===== src/rtl/xfer_pkg.sv =====
package xfer_pkg;
    localparam int ADDR_W  = 24;
    localparam int CNT_W   = 16;
    localparam int DATA_W  = 16;
    localparam int FIELD_W = 3;

    localparam logic [FIELD_W-1:0] F_SRC  = 3'd0;
    localparam logic [FIELD_W-1:0] F_DST  = 3'd1;
    localparam logic [FIELD_W-1:0] F_CNT  = 3'd2;
    localparam logic [FIELD_W-1:0] F_SIZE = 3'd3;
    localparam logic [FIELD_W-1:0] F_CTRL = 3'd4;
    localparam logic [FIELD_W-1:0] F_ARM  = 3'd5;

    localparam int CTRL_CHAIN_BIT = 7;
    localparam int CTRL_ISEL_BIT  = 6;

    typedef enum logic [2:0] {
        S_IDLE,
        S_CHECK,
        S_READ,
        S_WRITE,
        S_UPDATE
    } xfer_state_t;

    typedef struct packed {
        logic [ADDR_W-1:0] src;
        logic [ADDR_W-1:0] dst;
        logic [CNT_W-1:0]  cnt;
        logic              word;
        logic              chain;
        logic              isel;
    } xfer_desc_t;
endpackage


===== src/rtl/xfer_desc_regs.sv =====
module xfer_desc_regs
    import xfer_pkg::*;
#(
    parameter int NUM_DESC = 2,
    parameter int IDX_W    = 1
) (
    input  logic               clk,
    input  logic               rst_n,
    input  logic               cfg_we,
    input  logic [IDX_W-1:0]   cfg_idx,
    input  logic [FIELD_W-1:0] cfg_field,
    input  logic [ADDR_W-1:0]  cfg_wdata,
    input  logic               upd_en,
    input  logic [IDX_W-1:0]   upd_idx,
    input  logic [ADDR_W-1:0]  upd_src,
    input  logic [ADDR_W-1:0]  upd_dst,
    input  logic [CNT_W-1:0]   upd_cnt,
    input  logic               disarm,
    input  logic [IDX_W-1:0]   rd_idx,
    output xfer_desc_t         rd_desc,
    output logic               armed
);
    xfer_desc_t ent [NUM_DESC];

    for (genvar i = 0; i < NUM_DESC; i++) begin : g_ent
        xfer_desc_t q;
        logic hit_upd;
        logic hit_cfg;

        assign hit_upd = upd_en && (upd_idx == IDX_W'(i));
        assign hit_cfg = cfg_we && (cfg_idx == IDX_W'(i));

        always_ff @(posedge clk or negedge rst_n) begin
            if (!rst_n) begin
                q <= '0;
            end else if (hit_upd) begin
                q.src <= upd_src;
                q.dst <= upd_dst;
                q.cnt <= upd_cnt;
            end else if (hit_cfg) begin
                case (cfg_field)
                    F_SRC:   q.src  <= cfg_wdata;
                    F_DST:   q.dst  <= cfg_wdata;
                    F_CNT:   q.cnt  <= cfg_wdata[CNT_W-1:0];
                    F_SIZE:  q.word <= cfg_wdata[0];
                    F_CTRL: begin
                        q.chain <= cfg_wdata[CTRL_CHAIN_BIT];
                        q.isel  <= cfg_wdata[CTRL_ISEL_BIT];
                    end
                    default: ;
                endcase
            end
        end

        assign ent[i] = q;
    end

    assign rd_desc = ent[rd_idx];

    always_ff @(posedge clk or negedge rst_n) begin
        if (!rst_n) begin
            armed <= 1'b0;
        end else if (disarm) begin
            armed <= 1'b0;
        end else if (cfg_we && cfg_field == F_ARM) begin
            armed <= cfg_wdata[0];
        end
    end
endmodule


===== src/rtl/xfer_fsm.sv =====
module xfer_fsm
    import xfer_pkg::*;
#(
    parameter int NUM_DESC = 2,
    parameter int IDX_W    = 1
) (
    input  logic              clk,
    input  logic              rst_n,
    input  logic              evt_req,
    input  logic              armed,
    input  xfer_desc_t        desc,
    input  logic              bus_ready,
    input  logic [DATA_W-1:0] bus_rdata,
    output logic [IDX_W-1:0]  cur_idx,
    output logic              upd_en,
    output logic [ADDR_W-1:0] upd_src,
    output logic [ADDR_W-1:0] upd_dst,
    output logic [CNT_W-1:0]  upd_cnt,
    output logic              disarm,
    output logic              busy,
    output logic              irq,
    output logic              evt_clr,
    output logic              addr_err,
    output logic              bus_valid,
    output logic              bus_write,
    output logic              bus_size,
    output logic [ADDR_W-1:0] bus_addr,
    output logic [DATA_W-1:0] bus_wdata
);
    localparam logic [IDX_W-1:0] LAST_IDX = IDX_W'(NUM_DESC - 1);

    xfer_state_t state, state_nx;
    logic [DATA_W-1:0] data_q;
    logic misalign;
    logic count_done;
    logic end_work;
    logic more_chain;
    logic [ADDR_W-1:0] step;
    logic [CNT_W-1:0] cnt_dec;

    assign misalign   = desc.word && (desc.src[0] || desc.dst[0]);
    assign step       = desc.word ? ADDR_W'(2) : ADDR_W'(1);
    assign cnt_dec    = desc.cnt - CNT_W'(1);
    assign count_done = (cnt_dec == '0);
    assign more_chain = desc.chain && (cur_idx != LAST_IDX);

    always_ff @(posedge clk or negedge rst_n) begin
        if (!rst_n) state <= S_IDLE;
        else        state <= state_nx;
    end

    always_comb begin
        state_nx = state;
        unique case (state)
            S_IDLE:   if (evt_req && armed) state_nx = S_CHECK;
            S_CHECK:  state_nx = misalign ? S_IDLE : S_READ;
            S_READ:   if (bus_ready) state_nx = S_WRITE;
            S_WRITE:  if (bus_ready) state_nx = S_UPDATE;
            S_UPDATE: state_nx = more_chain ? S_CHECK : S_IDLE;
            default:  state_nx = S_IDLE;
        endcase
    end

    always_ff @(posedge clk or negedge rst_n) begin
        if (!rst_n) begin
            cur_idx <= '0;
            data_q  <= '0;
        end else begin
            if (state == S_IDLE) cur_idx <= '0;
            else if (state == S_UPDATE && more_chain) cur_idx <= cur_idx + IDX_W'(1);
            if (state == S_READ && bus_ready)
                data_q <= desc.word ? bus_rdata : {8'h00, bus_rdata[7:0]};
        end
    end

    always_comb begin
        end_work  = (state == S_UPDATE) && !desc.chain && count_done;
        busy      = (state != S_IDLE);
        bus_valid = (state == S_READ) || (state == S_WRITE);
        bus_write = (state == S_WRITE);
        bus_size  = desc.word;
        bus_addr  = (state == S_WRITE) ? desc.dst : desc.src;
        bus_wdata = data_q;
        addr_err  = (state == S_CHECK) && misalign;
        upd_en    = (state == S_UPDATE);
        upd_src   = desc.src + step;
        upd_dst   = desc.dst + step;
        upd_cnt   = cnt_dec;
        disarm    = end_work;
        evt_clr   = end_work;
        irq       = (state == S_UPDATE) && (desc.isel || end_work);
    end
endmodule


===== src/rtl/evt_xfer_engine.sv =====
module evt_xfer_engine
    import xfer_pkg::*;
#(
    parameter int NUM_DESC = 2,
    localparam int IDX_W = (NUM_DESC > 1) ? $clog2(NUM_DESC) : 1
) (
    input  logic               clk,
    input  logic               rst_n,
    input  logic               cfg_we,
    input  logic [IDX_W-1:0]   cfg_desc,
    input  logic [FIELD_W-1:0] cfg_field,
    input  logic [ADDR_W-1:0]  cfg_wdata,
    input  logic               evt_req,
    output logic               evt_clr,
    output logic               armed,
    output logic               busy,
    output logic               irq,
    output logic               addr_err,
    output logic               bus_valid,
    output logic               bus_write,
    output logic               bus_size,
    output logic [ADDR_W-1:0]  bus_addr,
    output logic [DATA_W-1:0]  bus_wdata,
    input  logic               bus_ready,
    input  logic [DATA_W-1:0]  bus_rdata
);
    xfer_desc_t        cur_desc;
    logic [IDX_W-1:0]  cur_idx;
    logic              upd_en;
    logic [ADDR_W-1:0] upd_src;
    logic [ADDR_W-1:0] upd_dst;
    logic [CNT_W-1:0]  upd_cnt;
    logic              disarm;

    xfer_desc_regs #(.NUM_DESC(NUM_DESC), .IDX_W(IDX_W)) u_regs (
        .clk(clk), .rst_n(rst_n),
        .cfg_we(cfg_we), .cfg_idx(cfg_desc), .cfg_field(cfg_field), .cfg_wdata(cfg_wdata),
        .upd_en(upd_en), .upd_idx(cur_idx), .upd_src(upd_src), .upd_dst(upd_dst),
        .upd_cnt(upd_cnt), .disarm(disarm), .rd_idx(cur_idx),
        .rd_desc(cur_desc), .armed(armed)
    );

    xfer_fsm #(.NUM_DESC(NUM_DESC), .IDX_W(IDX_W)) u_fsm (
        .clk(clk), .rst_n(rst_n), .evt_req(evt_req), .armed(armed), .desc(cur_desc),
        .bus_ready(bus_ready), .bus_rdata(bus_rdata), .cur_idx(cur_idx),
        .upd_en(upd_en), .upd_src(upd_src), .upd_dst(upd_dst), .upd_cnt(upd_cnt),
        .disarm(disarm), .busy(busy), .irq(irq), .evt_clr(evt_clr), .addr_err(addr_err),
        .bus_valid(bus_valid), .bus_write(bus_write), .bus_size(bus_size),
        .bus_addr(bus_addr), .bus_wdata(bus_wdata)
    );
endmodule


===== config.mk =====
export PLATFORM = sky130hd
export DESIGN_NAME = evt_xfer_engine
export DESIGN_NICKNAME = d
export VERILOG_FILES = /design/src/rtl/xfer_pkg.sv /design/src/rtl/xfer_desc_regs.sv /design/src/rtl/xfer_fsm.sv /design/src/rtl/evt_xfer_engine.sv
export SDC_FILE = /design/constraint.sdc
export NUM_CORES = 1
export LEC_CHECK = 0
export BUFFER_PORTS_ARGS = -buffer_cell sky130_fd_sc_hd__buf_4
export CAP_MARGIN = 20
export CORE_MARGIN = 2
export CORE_UTILIZATION = 62
export CTS_BUF_LIST = sky130_fd_sc_hd__clkbuf_2 sky130_fd_sc_hd__clkbuf_4 sky130_fd_sc_hd__clkbuf_8
export DETAILED_ROUTE_END_ITERATION = 10
export PLACE_DENSITY = 0.87
export SLEW_MARGIN = 5
export SYNTH_ARGS = -nofsm -noshare
export SYNTH_HDL_FRONTEND = slang
export SYNTH_SLANG_ARGS = --single-unit

===== constraint.sdc =====
create_clock -name clk -period 6.1 [get_ports clk]
set_input_delay 0.61 -clock clk [delete_from_list [all_inputs] [get_ports clk]]
set_output_delay 0.61 -clock clk [all_outputs]
set_load 0.005 [all_outputs]

# [Word level (Yosys, flattened, before mapping)]
# Cells that the tools add are included.
[totals] ff_bits=155 latch_bits=0 ram_bits=0 rom_bits=0 in_bits=49 output_inout_bits=48 wordCells=108 memories=0
[op_classes] addsub=4 mul=0 div_mod_pow=0 magnitude_cmp=1 eq_ne=12 n_shift=0 muxes=27 bitwise=5 n_reduce_logical=43
[ops] operator="2-to-1 mux 67 bit" count=5
[ops] operator="2-to-1 mux 64 bit" count=2
[ops] operator="2-to-1 mux 24 bit" count=3
[ops] operator="adder 24 bit" count=2
[ops] operator="2-to-1 mux 16 bit" count=2
[ops] operator="nonzero test 2 bit" count=10
[ops] operator="zero test 16 bit" count=1
[ops] operator="subtractor 16 x 1 -> 16 bit (second input constant)" count=1
[ops] operator="one-hot mux 3 bit (5 select lines)" count=1
[ops] operator="AND reduction 3 bit" count=5
[ops] operator="logical AND 1 bit" count=14
[ops] operator="== test 3 x 2 -> 1 bit (second input constant)" count=4
[ops] operator="AND reduction 2 bit" count=6
[ops] operator="== test 3 bit (second input constant)" count=3
[ops] operator="2-to-1 mux 3 bit" count=3
[ops] operator="2-to-1 mux 2 bit" count=4
[ops] operator="2-to-1 mux 1 bit" count=7
[ops] operator="== test 3 x 1 -> 1 bit (second input constant)" count=2
[ops] operator="zero test 3 bit" count=2
[ops] operator="inequality test 2 x 1 -> 1 bit (second input constant)" count=2
[ops] operator="NOT 1 bit" count=4
[ops] operator="logical OR 1 bit" count=3
[ops] operator="nonzero test 3 bit" count=1
[ops] operator=">= comparator 2 bit (second input constant)" count=1
[ops] operator="4 further kinds" count=4

# [Depth between registers and ports, before layout]
# Gate-level depths: netlist of run 1.
[depth] depth_word=9 ltp_mapped=18 ltp_nobuf=11

# [Cells and area by module]
# From an unflattened synthesis of run 1, not the netlist that was laid out.
[hier_totals] cells_unflattened=1140 area_unflattened_um2=9743.1
[by_module_without_submodules] mod="xfer_desc_regs" instances=1 cells_per_inst=851 area_per_inst_um2=7373.3 seq_area_each_um2=3378.2
[by_module_without_submodules] mod="xfer_fsm" instances=1 cells_per_inst=289 area_per_inst_um2=2369.8 seq_area_each_um2=500.5

# [Worst setup path before layout of run 1]
# No wires, ideal clock.
[synth_timing] kind="reg2out" from="reg u_fsm.cur_idx" to="out irq" arrival_ps=4348 required_time_ps=5490 path_slack_ps=1142 path_stages_with_launch=18 path_buffers=8 path_cell_list="dfrtp_1 buf_6 buf_2 buf_4 buf_2 buf_4 buf_4 buf_4 buf_2 mux2i_1 ha_1 nor4b_4 a22oi_2 or4_4 a2111oi_2 o2111ai_1 nor4_2 o21a_1"
[synth_between] elab_chain_len=9 elab_cells_between_ends=11 classes_between="add/sub: 1; mux: 3; bitwise: 1; reduce/logical: 6"
[synth_lines] item="start: declaration" line_no="xfer_fsm.sv:14" rtl="output logic [IDX_W-1:0] cur_idx,"
[synth_lines] item="start signal: assignment" line_no="xfer_fsm.sv:70" rtl="else if (state == S_UPDATE && more_chain) cur_idx <= cur_idx + IDX_W'(1);"
[synth_lines] item="NOT 1 -> 2 bit (not written as such) (*)" line_no="xfer_desc_regs.sv:58" rtl="assign rd_desc = ent[rd_idx];"
[synth_lines] item="2-to-1 mux 67 bit (not written as such) (*) (3 in a row)" line_no="xfer_desc_regs.sv:58"
[synth_lines] item="subtractor 16 x 1 -> 16 bit / zero test 1 bit (equally long branches)" line_no="xfer_fsm.sv:43, xfer_fsm.sv:77"
[synth_lines] item="zero test 16 bit / logical AND 1 bit (equally long branches)" line_no="xfer_fsm.sv:44, xfer_fsm.sv:77"
[synth_lines] item="logical AND 1 bit (*)" line_no="xfer_fsm.sv:77" rtl="end_work = (state == S_UPDATE) && !desc.chain && count_done;"
[synth_lines] item="named net evt_clr" line_no="evt_xfer_engine.sv:14" rtl="output logic evt_clr,"
[synth_lines] item="logical OR 1 bit (*)" line_no="xfer_fsm.sv:91" rtl="irq = (state == S_UPDATE) && (desc.isel || end_work);"
[synth_lines] item="logical AND 1 bit (*)" line_no="xfer_fsm.sv:91"
[synth_lines] item="end: declaration" line_no="evt_xfer_engine.sv:17" rtl="output logic irq,"
# The timed path passes the listed nets; every way through them passes the cells marked *. The select of a mux whose other input is x is not followed.

# [Worst setup path after layout of run 1]
[layout_timing] from="reg u_fsm.cur_idx" to="out irq"
[layout_between] elab_chain_len=9 elab_cells_between_ends=11 classes_between="add/sub: 1; mux: 3; bitwise: 1; reduce/logical: 6"
[layout_lines] item="NOT 1 -> 2 bit (not written as such) (*)" line_no="xfer_desc_regs.sv:58"
[layout_lines] item="2-to-1 mux 67 bit (not written as such) (*) (3 in a row)" line_no="xfer_desc_regs.sv:58"
[layout_lines] item="subtractor 16 x 1 -> 16 bit / zero test 1 bit (equally long branches)" line_no="xfer_fsm.sv:43, xfer_fsm.sv:77"
[layout_lines] item="zero test 16 bit / logical AND 1 bit (equally long branches)" line_no="xfer_fsm.sv:44, xfer_fsm.sv:77"
[layout_lines] item="logical AND 1 bit" line_no="xfer_fsm.sv:77"
[layout_lines] item="logical OR 1 bit (*)" line_no="xfer_fsm.sv:91"
[layout_lines] item="logical AND 1 bit (*)" line_no="xfer_fsm.sv:91"
# Every way passes the cells marked *; elsewhere a longest branch is shown, timed or not. The select of a mux whose other input is x is not followed.

==> impl_metrics.sql, run 1 <==
INSERT INTO impl_metrics (metric_group, metric, value, unit) VALUES
('critical_path', 'cp.arrival', '4.56', 'ns'),
('clock_network', 'cts-resized-gates', '0', ''),
('critical_path', 'crit_path_start_kind', 'register', ''),
('global_route', 'globalRouteTotalUtil', '34.4', '%'),
('power', 'share_seq_of_total_power', '37.9', '%'),
('synth', 'yosys_most_used_dff', 'sky130_fd_sc_hd__dfrtp_1', ''),
('detailed_routing', 'vias_per_cell', '6.69', ''),
('critical_path', 'critical_path.max_fanout', '68', ''),
('floorplan', 'fp.dieH', '131', 'µm'),
('floorplan', 'die_area', '17100', 'µm²'),
('detailed_routing', 'drt-wirelength-per-cell', '21.1', 'µm'),
('floorplan', 'core_rows', '46', ''),
('power', 'power_density', '447', 'nW/µm²'),
('clock_network', 'postCtsSetupRepairBufs', '0', ''),
('synth', 'mappedNetlistNets', '1106', ''),
('placed_design', 'routability_congestion', '0.920', ''),
('critical_path', 'worstSetupEndpointType', 'primary output', ''),
('floorplan', 'chipWidth', '131', 'µm'),
('layout', 'multiInputGateArea', '5790', 'µm²'),
('clock_network', 'cts_tree', 'yes', ''),
('sta', 'clock-skew-final', '0.0136', 'ns'),
('global_route', 'grt_start_max_net_pins', '101', ''),
('power', 'p_clk_share', '15.7', '%'),
('sta', 'rsz0062_at_grt', 'no', ''),
('global_route', 'antenna_violations_before_repair', '0', ''),
('critical_path', 'worst_ep_required_time', '5.49', 'ns'),
('sta', 'tightestPinTransition', '1.18', 'ns'),
('power', 'p_int', '2.99', 'mW'),
('detailed_routing', 'drt_wl_total', '28300', 'µm'),
('synth', 'synth.yosys.warnings', '0', ''),
('placed_design', 'detailedPlacementHpwl', '19200', 'µm'),
('power', 'total_leakage_power', '4.67', 'nW'),
('synth', 'synth_enable_flop_cells', '0', ''),
('clock_network', 'cts.path.max_buffers', '2', ''),
('clock_network', 'cts.clk_slew.worst_paths', '0.09', 'ns'),
('layout', 'antenna_diode_count', '0', ''),
('sta', 'slew_violations', '0', ''),
('synth', 'synth.ff_latch_count', '155', ''),
('synth', 'yosys.cell_types.count', '69', ''),
('power', 'power_switching', '2.02', 'mW'),
('layout', 'post_route_cells_drive_above_1_share', '22.3', '%'),
('synth', 'yosysSeqAreaShare', '38.8', '%'),
('global_route', 'gr-total-overflow', '0', ''),
('sta', 'max_clock_freq', '193', 'MHz'),
('sta', 'final.period_utilization', '84.8', '%'),
('layout', 'layout.nets', '1173', ''),
('global_route', 'first_pass_grt_wire_length', '45500', 'µm'),
('detailed_routing', 'vias', '8995', ''),
('clock_network', 'htreeDepth', '4', ''),
('sta', 'worst_slew_margin_rel', '21.0', '%'),
('power', 'comb_power_share', '46.4', '%'),
('run', 'max-cap-violations', '0', ''),
('power', 'vdd_drop_max', '0.000292', 'V'),
('clock_network', 'ctsHoldBuffers', '0', ''),
('min_path', 'worst_hold_path_type', 'in -> async', ''),
('synth', 'synthesis.area', '9980', 'µm²'),
('clock_network', 'cts-buffers-inserted', '17', ''),
('critical_path', 'timing_worst_setup_path_type', 'reg -> out', ''),
('layout', 'syn_to_final_growth', '12.5', '%'),
('clock_network', 'clock-sinks', '155', ''),
('floorplan', 'core_area', '15800', 'µm²'),
('synth', 'postSynthAreaPerCell', '9.52', 'µm²'),
('sta', 'finalWorstPathRequiredPeriod', '5.17', 'ns'),
('detailed_routing', 'detailedRoute.firstIterationViolations', '1085', ''),
('power', 'power_switching_share', '40.3', '%'),
('floorplan', 'pin_count', '97', ''),
('detailed_routing', 'post-route-drc-count', '0', ''),
('sta', 'hold_ws', '0.257', 'ns'),
('placed_design', 'portBuffers', '96', ''),
('synth', 'syn-instance-count', '1049', ''),
('layout', 'filler_cells_inserted', '1176', ''),
('sta', 'setup_tns', '0', 'ns'),
('synth', 'ys_async_sr_fraction', '100', '%'),
('detailed_routing', 'initial_drt_pass_iterations', '6', ''),
('sta', 'timing_hold_violations_final', '0', ''),
('detailed_routing', 'antenna_violating_nets_post_route', '0', ''),
('run_status', 'run_status', 'finished clean', ''),
('clock_network', 'clk_latency', '0.46', 'ns'),
('sta', 'report.final.setup_viol', '0', ''),
('global_route', 'via_count_of_the_first_global_routing_pass', '8634', ''),
('layout', 'layout.area.seq', '3880', 'µm²'),
('floorplan', 'initial_standard_cell_utilization_of_the_core', '63.1', '%'),
('clock_network', 'clock-root-buffer', 'sky130_fd_sc_hd__clkbuf_8', '');
==> final cells by class <==
cell class              instances  area share, %
flip-flops and latches        155           34.6
inverters                      11          0.368
repair buffers                113           7.59
well taps                     216           2.41
clock inverters                11           1.07
clock buffers                  21           2.46
multi-input cells             818           51.5
==> sequential cells by signal, summed over array words and instances (netlist names) <==
| name | flops |
|---|---|
| u_fsm.bus_wdata | 16 |
| u_regs.armed | 1 |
| u_regs.ent | 134 |
| u_fsm.cur_idx | 1 |
| u_fsm.state | 3 |
==> cells in the final DEF, fill, tap and decap left out, types with 12 or more instances in the layout <==
master / count
sky130_fd_sc_hd__a211oi_1: 17
sky130_fd_sc_hd__a21oi_1: 55
sky130_fd_sc_hd__a31oi_1: 12
sky130_fd_sc_hd__buf_4: 112
sky130_fd_sc_hd__clkbuf_8: 19
sky130_fd_sc_hd__dfrtp_1: 154
sky130_fd_sc_hd__mux2_2: 69
sky130_fd_sc_hd__mux2i_1: 76
sky130_fd_sc_hd__mux4_2: 17
sky130_fd_sc_hd__nand2_1: 130
sky130_fd_sc_hd__nand3_1: 29
sky130_fd_sc_hd__nor2_1: 60
sky130_fd_sc_hd__nor2b_1: 19
sky130_fd_sc_hd__nor3_1: 21
sky130_fd_sc_hd__o21ai_0: 105
sky130_fd_sc_hd__xnor2_1: 22
sky130_fd_sc_hd__xor2_1: 22
==> per-layer routing <==
metal / up-vias / track usage (%) / share of wire, %
li1: 3966 / - / -
met1: 4325 / 46.5 / 40
met2: 597 / 53.7 / 46
met3: 107 / 6.11 / 9.3
met4: 0 / 17.1 / 4.6
met5: - / 0 / 0
==> cell usage after synthesis, drive strengths merged, types with 5 or more instances <==
library cell | count | share of area (%)
nand3 | 29 | 1.5
nand3b | 11 | 0.83
a21oi | 55 | 2.8
nor2 | 60 | 2.3
xor2 | 22 | 1.9
nor4b | 5 | 0.65
nor4 | 5 | 0.38
inv | 11 | 0.41
a32oi | 5 | 0.44
nor2b | 19 | 1.2
a211oi | 17 | 1.3
mux2 | 69 | 7.8
o21ai | 105 | 5.3
nand4 | 6 | 0.38
or3 | 9 | 0.56
mux4 | 17 | 3.8
buf | 20 | 1.2
a31oi | 12 | 0.75
nor3 | 22 | 1.2
mux2i | 76 | 7.6
a221o | 8 | 0.80
or4 | 5 | 0.45
and2 | 13 | 0.81
dfrtp | 155 | 39
nand2 | 132 | 5.0
xnor2 | 22 | 1.9
clkbuf | 45 | 1.7
a21o | 11 | 0.83
nand2b | 5 | 0.31
a211o | 10 | 0.88
ha | 6 | 0.75
nor3b | 8 | 0.65
o21a | 5 | 0.38
a22o | 11 | 0.96
==> metrics by stage <==
stage	power, mW	setup WS (ns)	cells	instance area, µm²	utilization (%)
final	5.02	0.929	1345	11200	71.0
after global routing	5.33	0.652	1345	11200	71.0
after CTS	4.97	0.977	1345	11200	71.0
after detailed placement	4.19	1.51	1313	10800	68.5
after global placement	4.08	1.64	1313	10800	68.5
after floorplan	3.35	1.14	1049	9980	-
==> kinds of logic after synthesis <==
family / after synthesis / synth area share [%]
flip-flops: 155 / 38.8
adder cells (fa/ha/maj): 8 / 1.15
AND/OR/NAND/NOR: 341 / 17.0
AO/OA/AOI/OAI: 263 / 16.6
multiplexers: 162 / 19.2
XOR/XNOR: 44 / 3.86
buffers and inverters: 76 / 3.26
==> worst max-delay path: stages (launching register included) <==
cell and delay, ns:
sky130_fd_sc_hd__dfrtp_4 0.99, sky130_fd_sc_hd__mux2i_1 0.36, sky130_fd_sc_hd__ha_1 0.32, sky130_fd_sc_hd__nor4b_4 0.28, sky130_fd_sc_hd__a22oi_2 0.16, sky130_fd_sc_hd__or4_4 0.56, sky130_fd_sc_hd__a2111oi_2 0.39, sky130_fd_sc_hd__o2111ai_1 0.18
sky130_fd_sc_hd__nor4_2 0.52, sky130_fd_sc_hd__o21a_1 0.21, sky130_fd_sc_hd__buf_4 0.11
==> path summary, 6_finish.rpt <==
path                       depth (start not counted)                 end          startpoint  slack, ns
max                                               10                 irq       u_fsm.cur_idx       0.93
min                                                1      u_regs.ent[76]               rst_n       0.26
max reg2reg                                        9      u_regs.ent[42]       u_fsm.cur_idx       1.65
min reg2reg                                        1  u_fsm.bus_wdata[0]  u_fsm.bus_wdata[0]       0.52
max in group asynchronous                          2     u_regs.ent[130]               rst_n       4.56
min in group clk                                   2  u_fsm.bus_wdata[9]        bus_rdata[9]       0.36
==> power by group through the flow <==
stage	sequential, mW	clock, mW	combinational [mW]
after floorplan	1.73	0	1.62
after global placement	1.87	0	2.20
after detailed placement	1.90	0	2.29
after CTS	1.88	0.786	2.30
after global routing	1.96	0.832	2.54
final	1.90	0.788	2.33
No activity file was read; power rests on OpenSTA's default activity.
==> run 2: changes to the inputs <==
Clock period 6.1 ns to 4.8 ns, I/O delays scaled along.
==> impl_metrics.sql, run 2 (synthesis results as in run 1) <==
INSERT INTO impl_metrics (metric_group, metric, value, unit) VALUES
('sta', 'timing_hold_violations_final', '0', ''),
('global_route', 'grt_start_max_net_pins', '117', ''),
('sta', 'report.final.setup_viol', '0', ''),
('clock_network', 'clock-sinks', '155', ''),
('sta', 'rsz0062_at_grt', 'no', ''),
('critical_path', 'worstSetupEndpointType', 'primary output', ''),
('clock_network', 'clk_latency', '0.46', 'ns'),
('layout', 'layout.area.seq', '3880', 'µm²'),
('sta', 'worst_slew_margin_rel', '34.1', '%'),
('sta', 'setup_tns', '0', 'ns'),
('sta', 'max_clock_freq', '224', 'MHz'),
('critical_path', 'reg2reg_depth', '12', ''),
('floorplan', 'die_area', '17100', 'µm²'),
('min_path', 'worst_hold_path.num_cells', '2', ''),
('floorplan', 'core_rows', '46', ''),
('placed_design', 'count_of_placed_standard_cells_including_taps', '1316', ''),
('detailed_routing', 'post-route-drc-count', '0', ''),
('detailed_routing', 'dr_wl_met2', '13400', 'µm'),
('critical_path', 'crit_path_cell_trace', 'mux2i_1, ha_1, nor4b_4, a22oi_2, or4_4, a2111oi_2, o2111ai_1, nor4_4, o21a_1, buf_4', ''),
('layout', 'syn_to_final_growth', '13.4', '%'),
('placed_design', 'portBuffers', '96', ''),
('detailed_routing', 'drt_wl_total', '28400', 'µm'),
('detailed_routing', 'wl_met1', '11300', 'µm'),
('floorplan', 'fp.dieH', '131', 'µm'),
('global_route', 'gr-total-overflow', '0', ''),
('detailed_routing', 'vias_per_cell', '6.67', ''),
('detailed_routing', 'met3_length', '2610', 'µm'),
('run', 'max-cap-violations', '0', ''),
('critical_path', 'cp.arrival', '3.99', 'ns'),
('min_path', 'worst_hold_path_type', 'in -> reg', ''),
('critical_path', 'critical_path.max_fanout', '29', ''),
('min_path', 'min_to', 'u_fsm.bus_wdata[14]', ''),
('detailed_routing', 'antenna_violating_nets_post_route', '0', ''),
('critical_path', 'r2r-end', 'u_regs.ent[106]', ''),
('power', 'share_seq_of_total_power', '37.3', '%'),
('clock_network', 'cts.clk_slew.worst_paths', '0.08', 'ns'),
('layout', 'layout.nets', '1179', ''),
('power', 'total_leakage_power', '4.72', 'nW'),
('global_route', 'first_pass_grt_wire_length', '44700', 'µm'),
('sta', 'fin_ws', '0.332', 'ns'),
('layout', 'layout.cells.most_common', 'sky130_fd_sc_hd__dfrtp_1', ''),
('placed_design', 'routability_congestion', '0.942', ''),
('layout', 'antenna_diode_count', '0', ''),
('floorplan', 'core_area', '15800', 'µm²'),
('clock_network', 'cts-buffers-inserted', '17', ''),
('floorplan', 'initial_standard_cell_utilization_of_the_core', '63.1', '%'),
('sta', 'finalWorstPathRequiredPeriod', '4.47', 'ns'),
('floorplan', 'pin_count', '97', ''),
('sta', 'clock-skew-final', '0.00750', 'ns'),
('power', 'power_switching_share', '40.0', '%'),
('layout', 'multiInputGateArea', '5800', 'µm²'),
('critical_path', 'timing.critical_path.max_delay_family', 'simple AND/OR/NAND/NOR gates', ''),
('detailed_routing', 'vias', '9002', ''),
('clock_network', 'htreeDepth', '4', ''),
('critical_path', 'worst_ep_required_time', '4.32', 'ns'),
('critical_path', 'worstReg2RegStart', 'u_fsm.cur_idx', ''),
('sta', 'tightestPinTransition', '0.989', 'ns'),
('clock_network', 'cts_tree', 'yes', ''),
('floorplan', 'chipWidth', '131', 'µm'),
('power', 'p_clk_share', '16.2', '%'),
('clock_network', 'cts.path.max_buffers', '2', ''),
('detailed_routing', 'detailedRoute.firstIterationViolations', '1091', ''),
('sta', 'hold_ws', '0.229', 'ns'),
('critical_path', 'instance_count_on_the_critical_path', '10', ''),
('sta', 'final.period_utilization', '93.1', '%'),
('run_status', 'run_status', 'finished clean', ''),
('power', 'power_density', '569', 'nW/µm²'),
('layout', 'filler_cells_inserted', '1168', ''),
('detailed_routing', 'routed.top_layer', 'met4', ''),
('power', 'p_int', '3.87', 'mW'),
('layout', 'largest_register_ffs', '134', ''),
('layout', 'post_route_cells_drive_above_1_share', '22.5', '%'),
('critical_path', 'timing.critical_path.slowest_cell_delay', '0.65', 'ns'),
('layout', 'final_cell_mix', 'sky130_fd_sc_hd__dfrtp_1, sky130_fd_sc_hd__nand2_1, sky130_fd_sc_hd__buf_4', ''),
('clock_network', 'clock-root-buffer', 'sky130_fd_sc_hd__clkbuf_8', ''),
('power', 'vdd_drop_max', '0.000310', 'V'),
('power', 'comb_power_share', '46.5', '%'),
('power', 'power_switching', '2.57', 'mW'),
('min_path', 'worst_min_delay_path_startpoint', 'bus_rdata[14]', ''),
('critical_path', 'timing_worst_setup_path_type', 'reg -> out', ''),
('detailed_routing', 'drt-wirelength-per-cell', '21.1', 'µm'),
('placed_design', 'detailedPlacementHpwl', '19300', 'µm'),
('critical_path', 'crit_path_start_kind', 'register', ''),
('sta', 'slew_violations', '0', ''),
('global_route', 'via_count_of_the_first_global_routing_pass', '8521', ''),
('global_route', 'antenna_violations_before_repair', '0', ''),
('detailed_routing', 'initial_drt_pass_iterations', '6', ''),
('critical_path', 'reg2reg_setup_slack', '0.74', 'ns'),
('global_route', 'globalRouteTotalUtil', '33.9', '%'),
('placed_design', 'dpl_worst_slack', '0.804', 'ns'),
('layout', 'instances_no_fill', '1349', ''),
('critical_path', 'critical_path.n_buffers_inverters', '1', ''),
('critical_path', 'cell_type_of_the_slowest_stage_on_the_worst_timing_path', 'sky130_fd_sc_hd__dfrtp_4', '');
-- run 2: layout make-up --
| class | instances | area share (%) |
|---|---|---|
| Multi-Input combinational cell | 818 | 51.2 |
| Sequential cell | 155 | 34.3 |
| Timing Repair Buffer | 119 | 8.13 |
| Clock buffer | 22 | 2.56 |
| Tap cell | 216 | 2.39 |
| Clock inverter | 8 | 1.04 |
| Inverter | 11 | 0.365 |
-- run 2: metrics by stage --
step | cell area, µm² | total power [mW] | utilization (%)
4_1_cts | 11300 | 6.37 | 71.2
3_5_place_dp | 10900 | 5.32 | 68.6
3_3_place_gp | 10900 | 5.21 | 68.6
6_report | 11300 | 6.44 | 71.5
5_1_grt | 11300 | 6.83 | 71.5
2_1_floorplan | 9980 | 4.25 | -
-- run 2: power by group through the flow --
stage | logic (mW) | clock network, mW | registers (mW)
2_1_floorplan | 2.06 | 0 | 2.20
3_3_place_gp | 2.84 | 0 | 2.37
3_5_place_dp | 2.93 | 0 | 2.39
4_1_cts | 2.96 | 1.05 | 2.37
5_1_grt | 3.26 | 1.11 | 2.46
6_report | 2.99 | 1.05 | 2.40
-- run 2: how the worst max path moves through the flow --
stage / startpoint / end
5_1_grt: u_fsm.cur_idx / irq
3_5_place_dp: u_fsm.cur_idx / u_regs.ent[39]
6_report: u_fsm.cur_idx / irq
2_1_floorplan: u_fsm.cur_idx / irq
4_1_cts: u_fsm.cur_idx / irq
3_3_place_gp: u_fsm.cur_idx / u_regs.ent[39]
-- run 2: routing by layer --
layer | vias up | global-route usage, %
li1 | 3977 | -
met1 | 4336 | 45.4
met2 | 591 | 54.5
met3 | 98 | 5.82
met4 | 0 | 14.9
met5 | - | 0
-- run 2: repair_timing --
| action | in CTS | in global routing |
|---|---|---|
| setup endpoints to repair | 0 | 1 |
| buffers inserted | 0 | 0 |
| hold endpoints to repair | 0 | 20 |
| hold buffers | 0 | 1 |
| resized for setup | 0 | 1 |
